$ cat src/rtl/cfd_pkg.sv
package cfd_pkg;

  typedef enum logic [1:0] {
    MODE_CF     = 2'b00,
    MODE_SRT    = 2'b01,
    MODE_LE     = 2'b10,
    MODE_CF_ALT = 2'b11
  } cfd_mode_e;

  // Fraction close to 0.2 formed from three arithmetic shifts (floor rounding).
  function automatic logic signed [31:0] cf_scale(input logic signed [31:0] v);
    return (v >>> 3) + (v >>> 4) + (v >>> 7);
  endfunction

  // Zero crossing of the shaped signal: previous non-negative, current negative.
  function automatic logic cf_cross(input logic prev_neg, input logic cur_neg);
    return !prev_neg && cur_neg;
  endfunction

endpackage

$ cat src/rtl/cfd_delay_line.sv
module cfd_delay_line #(
  parameter int DW    = 12,
  parameter int DEPTH = 64,
  parameter int SELW  = 6
) (
  input  logic                 clk,
  input  logic                 rst,
  input  logic signed [DW-1:0] din,
  input  logic [SELW-1:0]      sel,
  output logic signed [DW-1:0] now_q,
  output logic signed [DW-1:0] dly_q
);
  localparam int IW = SELW + 1;

  logic signed [DW-1:0] tap [DEPTH+1];
  logic [IW-1:0]        idx;

  always_ff @(posedge clk) begin
    if (rst) tap[0] <= '0;
    else     tap[0] <= din;
  end

  for (genvar i = 1; i <= DEPTH; i++) begin : g_tap
    always_ff @(posedge clk) begin
      if (rst) tap[i] <= '0;
      else     tap[i] <= tap[i-1];
    end
  end

  assign idx   = {1'b0, sel} + IW'(1);
  assign now_q = tap[0];
  assign dly_q = tap[idx];
endmodule

$ cat src/rtl/cfd_arm_ctrl.sv
module cfd_arm_ctrl
  import cfd_pkg::*;
#(
  parameter int DW   = 12,
  parameter int SW   = 14,
  parameter int TOUT = 255,
  parameter int TMW  = 8,
  localparam int RW  = SW + 2
) (
  input  logic                 clk,
  input  logic                 rst,
  input  logic signed [DW-1:0] x_now,
  input  logic signed [DW-1:0] thresh,
  input  logic signed [SW-1:0] s_cur,
  input  logic signed [SW-1:0] s_prev,
  input  logic [1:0]           mode,
  output logic                 hit,
  output logic                 zc,
  output logic                 arm_now,
  output logic                 armed,
  output logic                 rearm_ok,
  output logic [TMW-1:0]       tmo_cnt,
  output logic [RW-1:0]        num,
  output logic [RW-1:0]        den
);
  cfd_mode_e          md;
  logic               below, late, arm_set, use_interp;
  logic signed [SW:0] diff;

  always_comb begin
    md      = cfd_mode_e'(mode);
    below   = x_now < thresh;
    arm_now = rearm_ok && below;
    zc      = cf_cross(s_prev[SW-1], s_cur[SW-1]);
    late    = arm_now && s_cur[SW-1] && !zc;
    unique case (md)
      MODE_LE:  hit = arm_now;
      MODE_SRT: hit = (armed || arm_now) && zc;
      default:  hit = ((armed || arm_now) && zc) || late;
    endcase
    arm_set    = arm_now && !hit && !(md == MODE_SRT && late);
    use_interp = zc && (md != MODE_LE);
    diff       = {s_prev[SW-1], s_prev} - {s_cur[SW-1], s_cur};
    num        = use_interp ? {2'b00, s_prev} : '0;
    den        = use_interp ? {1'b0, diff} : RW'(1);
  end

  always_ff @(posedge clk) begin
    if (rst) begin
      armed    <= 1'b0;
      tmo_cnt  <= '0;
      rearm_ok <= 1'b0;
    end else begin
      if (hit) begin
        armed <= 1'b0;
      end else if (arm_set) begin
        armed   <= 1'b1;
        tmo_cnt <= '0;
      end else if (armed) begin
        if (tmo_cnt == TMW'(TOUT - 1)) armed <= 1'b0;
        else                           tmo_cnt <= tmo_cnt + 1'b1;
      end
      if (!below)       rearm_ok <= 1'b1;
      else if (arm_now) rearm_ok <= 1'b0;
    end
  end
endmodule

$ cat src/rtl/cfd_interp.sv
module cfd_interp #(
  parameter int SW = 14,
  parameter int FW = 6,
  localparam int RW = SW + 2
) (
  input  logic          clk,
  input  logic          rst,
  input  logic          start,
  input  logic [RW-1:0] num,
  input  logic [RW-1:0] den,
  output logic          done,
  output logic [FW-1:0] quo
);
  logic [RW-1:0] rem_s [FW+1];
  logic [RW-1:0] den_s [FW+1];
  logic [FW-1:0] quo_s [FW+1];
  logic          vld_s [FW+1];

  assign rem_s[0] = num;
  assign den_s[0] = den;
  assign quo_s[0] = '0;
  assign vld_s[0] = start;

  for (genvar j = 0; j < FW; j++) begin : g_stage
    logic [RW-1:0] shl;
    logic          ge;
    always_comb begin
      shl = {rem_s[j][RW-2:0], 1'b0};
      ge  = shl >= den_s[j];
    end
    always_ff @(posedge clk) begin
      if (rst) begin
        vld_s[j+1] <= 1'b0;
        rem_s[j+1] <= '0;
        den_s[j+1] <= '0;
        quo_s[j+1] <= '0;
      end else begin
        vld_s[j+1] <= vld_s[j];
        rem_s[j+1] <= ge ? shl - den_s[j] : shl;
        den_s[j+1] <= den_s[j];
        quo_s[j+1] <= {quo_s[j][FW-2:0], ge};
      end
    end
  end

  assign done = vld_s[FW];
  assign quo  = vld_s[FW] ? quo_s[FW] : '0;
endmodule

$ cat src/rtl/cfd_timer.sv
module cfd_timer
  import cfd_pkg::*;
#(
  parameter int DW        = 12,
  parameter int MAX_DELAY = 64,
  parameter int FW        = 6,
  parameter int TOUT      = 255,
  localparam int SELW     = $clog2(MAX_DELAY),
  localparam int SW       = DW + 2,
  localparam int RW       = SW + 2,
  localparam int TMW      = $clog2(TOUT + 1)
) (
  input  logic                 clk,
  input  logic                 rst,
  input  logic signed [DW-1:0] sample_in,
  input  logic signed [DW-1:0] thresh,
  input  logic [SELW-1:0]      dly_sel,
  input  logic [1:0]           mode,
  output logic                 strobe,
  output logic [FW-1:0]        frac
);
  logic signed [DW-1:0] x_now, x_del;
  logic signed [31:0]   scaled;
  logic signed [SW-1:0] s_cur, s_prev;
  logic                 hit, zc, arm_now, armed, rearm_ok;
  logic [TMW-1:0]       tmo_cnt;
  logic [RW-1:0]        num, den;

  cfd_delay_line #(.DW(DW), .DEPTH(MAX_DELAY), .SELW(SELW)) u_dline (
    .clk(clk), .rst(rst), .din(sample_in), .sel(dly_sel),
    .now_q(x_now), .dly_q(x_del)
  );

  always_comb begin
    scaled = cf_scale(32'(x_now));
    s_cur  = SW'(x_del) - signed'(scaled[SW-1:0]);
  end

  always_ff @(posedge clk) begin
    if (rst) s_prev <= '0;
    else     s_prev <= s_cur;
  end

  cfd_arm_ctrl #(.DW(DW), .SW(SW), .TOUT(TOUT), .TMW(TMW)) u_arm (
    .clk(clk), .rst(rst), .x_now(x_now), .thresh(thresh),
    .s_cur(s_cur), .s_prev(s_prev), .mode(mode),
    .hit(hit), .zc(zc), .arm_now(arm_now), .armed(armed),
    .rearm_ok(rearm_ok), .tmo_cnt(tmo_cnt), .num(num), .den(den)
  );

  cfd_interp #(.SW(SW), .FW(FW)) u_div (
    .clk(clk), .rst(rst), .start(hit), .num(num), .den(den),
    .done(strobe), .quo(frac)
  );
endmodule

$ cat config.mk
export PLATFORM = sky130hd
export DESIGN_NAME = cfd_timer
export DESIGN_NICKNAME = d
export VERILOG_FILES = /design/src/rtl/cfd_pkg.sv /design/src/rtl/cfd_delay_line.sv /design/src/rtl/cfd_arm_ctrl.sv /design/src/rtl/cfd_interp.sv /design/src/rtl/cfd_timer.sv
export SDC_FILE = /design/constraint.sdc
export NUM_CORES = 2
export LEC_CHECK = 0
export ABC_AREA = 1
export BUFFER_PORTS_ARGS = -buffer_cell sky130_fd_sc_hd__buf_2
export CELL_PAD_IN_SITES_DETAIL_PLACEMENT = 1
export CELL_PAD_IN_SITES_GLOBAL_PLACEMENT = 2
export CORE_MARGIN = 4
export CORE_UTILIZATION = 35
export CTS_CLUSTER_DIAMETER = 30
export DETAILED_ROUTE_END_ITERATION = 10
export GPL_TIMING_DRIVEN = 0
export PLACE_DENSITY_LB_ADDON = 0.1
export SETUP_SLACK_MARGIN = 0.2
export SYNTH_ARGS = -nofsm -noshare
export SYNTH_HDL_FRONTEND = slang
export SYNTH_SLANG_ARGS = --single-unit
$ cat constraint.sdc
create_clock -name clk -period 22.9 [get_ports clk]
set_input_delay 3.435 -clock clk [delete_from_list [all_inputs] [get_ports clk]]
set_output_delay 3.435 -clock clk [all_outputs]
set_load 0.05 [all_outputs]
==> qor.yml <==
report.final.slew_viol_count: 0
start_util_pct: 35.4
grt_pass1_vias: 35200
synth-async-reset-ratio_pct: 0
placeableCoreArea_um2: 111000
synthAdderAreaFrac_pct: 5.18
crit_fanout: 10
wl_per_cell_um: 19.1
ant_nets: 0
cts_tree: "yes"
clock-root-buffer: "clkbuf_16"
synth_nets: 5369
arrival_ps: 13790
cap_violations: 0
yosys_warnings: 0
synth_top_family_by_area: "simple AND/OR/NAND/NOR gates"
worstSetupPathType: "in -> reg"
synth_cells: 5184
fin_tns_setup_ps: 0
fmax_mhz: 76.4
final_common_cell: "inv_1"
synthesis.area_um2: 39400
slowest_stage: "clkbuf_1"
grt_overflow: 0
tightest_slew_ps: 1350
die_width_um: 343
grt.total_usage_pct: 23.2
cts_inserted_buffers: 239
setup_viol_count_final: 0
pwr_density_cell_nw_per_um2: 135
m1WireLength_um: 63500
synth_xor_area_share_pct: 1.77
startpoint: "dly_sel[0]"
hold_buffers: 0
cts_resized: 0
status: "finished, final reports clean"
die_area_um2: 118000
period_share_pct: 57.2
hold_class: "reg -> reg"
ys.flop_type: "dfxtp_1"
cpMostUsedCell: "nand2_1"
synth_cell_type_count: 48
io_buffer_count: 39
synth_area_leaders: "dfxtp_1 (50%), inv_1 (9.7%), nor2_1 (9.2%)"
worstSetupEndpoint: "u_div.g_stage[1].shl[11]"
area_growth_pct: 27.1
r2r_setup_slack_ps: 15190
boundaryPins: 41
antenna_found_initial: 2
avgSynthCellArea_um2: 7.60
critical_path.endpoint_type: "flop"
rsz0062_at_grt: "false"
layout-drive-gt1-share_pct: 8.92
reg2reg_from: "u_dline.tap[32][7]"
cp.required_ps: 23590
cts.sinks: 975
max-vdd-ir-drop_mv: 0.0660
clk_pin_slew_ps: 40
vias_per_cell: 4.74
post-route-drc-count: 0
rr_worst_depth: 46
hold_viol: 0
htreeDepth: 4
met2_length_um: 62300
wl_met3_um: 6520
synth_top_area_cell: "dfxtp_1"
grt_max_degree: 19
relSlewSlack_pct: 10.1
drtIter0Drc: 1668
post-dp-hpwl_um: 101000
max_stage_delay_ps: 1050
yosysTopAreaCellShare_pct: 49.6
whs_ps: 380
drt_wl_total_um: 137000
dr_total_vias: 33900
worstSetupStartpointType: "primary input"
drtPass1Iterations: 5
period_needed_ps: 13100
grt_pass1_wl_um: 209000
synthSimpleGateAreaFrac_pct: 17.4
dieHeight_um: 343
clk_path_buf_depth: 3
rows: 122
p_leak_nw: 20.3
synth_edf_count: 0
highest_layer: "met4"
synth_mux_area_share_pct: 0
fin_nets: 5649
fin_skew_ps: 50.5
clk_latency_ps: 820
r2r-end: "u_div.g_stage[1].shl[11]"
synth_compound_gate_area_share_pct: 13.5
cts_setup_buffers: 0
gp_congestion: 0.845
layout_common_cells: "inv_1 (1016), dfxtp_1 (975), nor2_1 (967)"
ys_seq_area_share_pct: 49.6
synth_seq_cells: 975
## per-layer routing
metal  global-route usage (%)  up-vias
li1                         -    16800
met1                     30.7    16200
met2                     37.4      641
met3                     4.53      259
met4                     9.05        0
met5                        0        -
## Yosys cell counts, types with 4 or more instances
| library cell | n |
|---|---|
| fa_1 | 20 |
| buf_1 | 40 |
| inv_2 | 6 |
| dfxtp_1 | 975 |
| o211ai_1 | 10 |
| nand4_1 | 15 |
| nor4_1 | 4 |
| nand3_1 | 417 |
| inv_1 | 1016 |
| nand2_1 | 208 |
| ha_1 | 131 |
| o21bai_1 | 6 |
| a211oi_1 | 4 |
| a31oi_1 | 12 |
| nor2_1 | 967 |
| clkbuf_1 | 216 |
| a21oi_1 | 513 |
| o21ai_1 | 4 |
| nand3_2 | 6 |
| buf_2 | 22 |
| xnor2_1 | 25 |
| o21a_1 | 6 |
| a21o_1 | 6 |
| xor2_1 | 49 |
| nor3_1 | 12 |
| or2_2 | 4 |
| o21ai_0 | 448 |
## report_power, final
part / switching, mW / total (mW) / internal (mW)
Combinational: 0.908 / 1.39 / 0.478
Sequential: 0.0384 / 1.83 / 1.79
Clock: 1.08 / 3.52 / 2.44
Total: 2.03 / 6.74 / 4.71
## how the worst min path moves through the flow
stage / depth (start not counted) / startpoint / slack (ps) / to
after floorplan: 2 / u_div.vld_s[1] / 390 / u_div.done
after global placement: 2 / u_div.quo_s[9] / 390 / u_div.quo_s[4]
after detailed placement: 2 / u_div.vld_s[2] / 400 / u_div.vld_s[1]
after CTS: 2 / u_div.quo_s[12] / 370 / u_div.quo_s[7]
after global routing: 2 / u_dline.tap[21][8] / 400 / u_dline.tap[22][8]
final: 2 / u_dline.tap[22][3] / 380 / u_dline.tap[23][3]
## metrics by stage
step	total power [mW]	setup slack, ps	cell area [um2]	util, %	instances
floorplan	2.86	12950	39400	-	5184
global placement	3.24	9190	41400	37.3	6711
detailed placement	3.25	9110	41400	37.3	6711
CTS	6.81	9980	50000	45.0	7160
global route	7.10	9190	50000	45.0	7160
finish	6.74	9800	50000	45.0	7161
## cell families after synthesis
family / after synthesis
AO/OA/AOI/OAI: 1028
buffers and inverters: 1306
XOR/XNOR: 77
AND/OR/NAND/NOR: 1647
flip-flops: 975
adder cells (fa/ha/maj): 151
## worst max-delay path: cells and delay by family
family	cells	cell delay, ps
buffers and inverters	14	4400
and+or+nand+nor	21	2000
AOI/OAI and AO/OA	14	2410
adders and majority gates	4	1510
## flip-flops by register name (all words and copies together), names as in the netlist
name / cells
u_div.den_s: 70
u_div.quo_s: 21
u_dline.tap: 780
s_prev: 13
u_div.g_stage.shl: 75
u_arm.rearm_ok: 1
u_arm.armed: 1
u_arm.tmo_cnt: 8
u_div.vld_s: 5
u_div.done: 1
## layout make-up
class | count | area [um2]
Timing Repair Buffer | 39 | 195
Sequential cell | 975 | 19500
Buffer | 282 | 1110
Fill cell | 13400 | 61100
Inverter | 1024 | 3840
Clock buffer | 318 | 6670
Clock inverter | 131 | 1930
Antenna cell | 1 | 2.50
Multi-Input combinational cell | 2903 | 14900
Tap cell | 1488 | 1860
No activity file was read; power rests on OpenSTA's default activity.
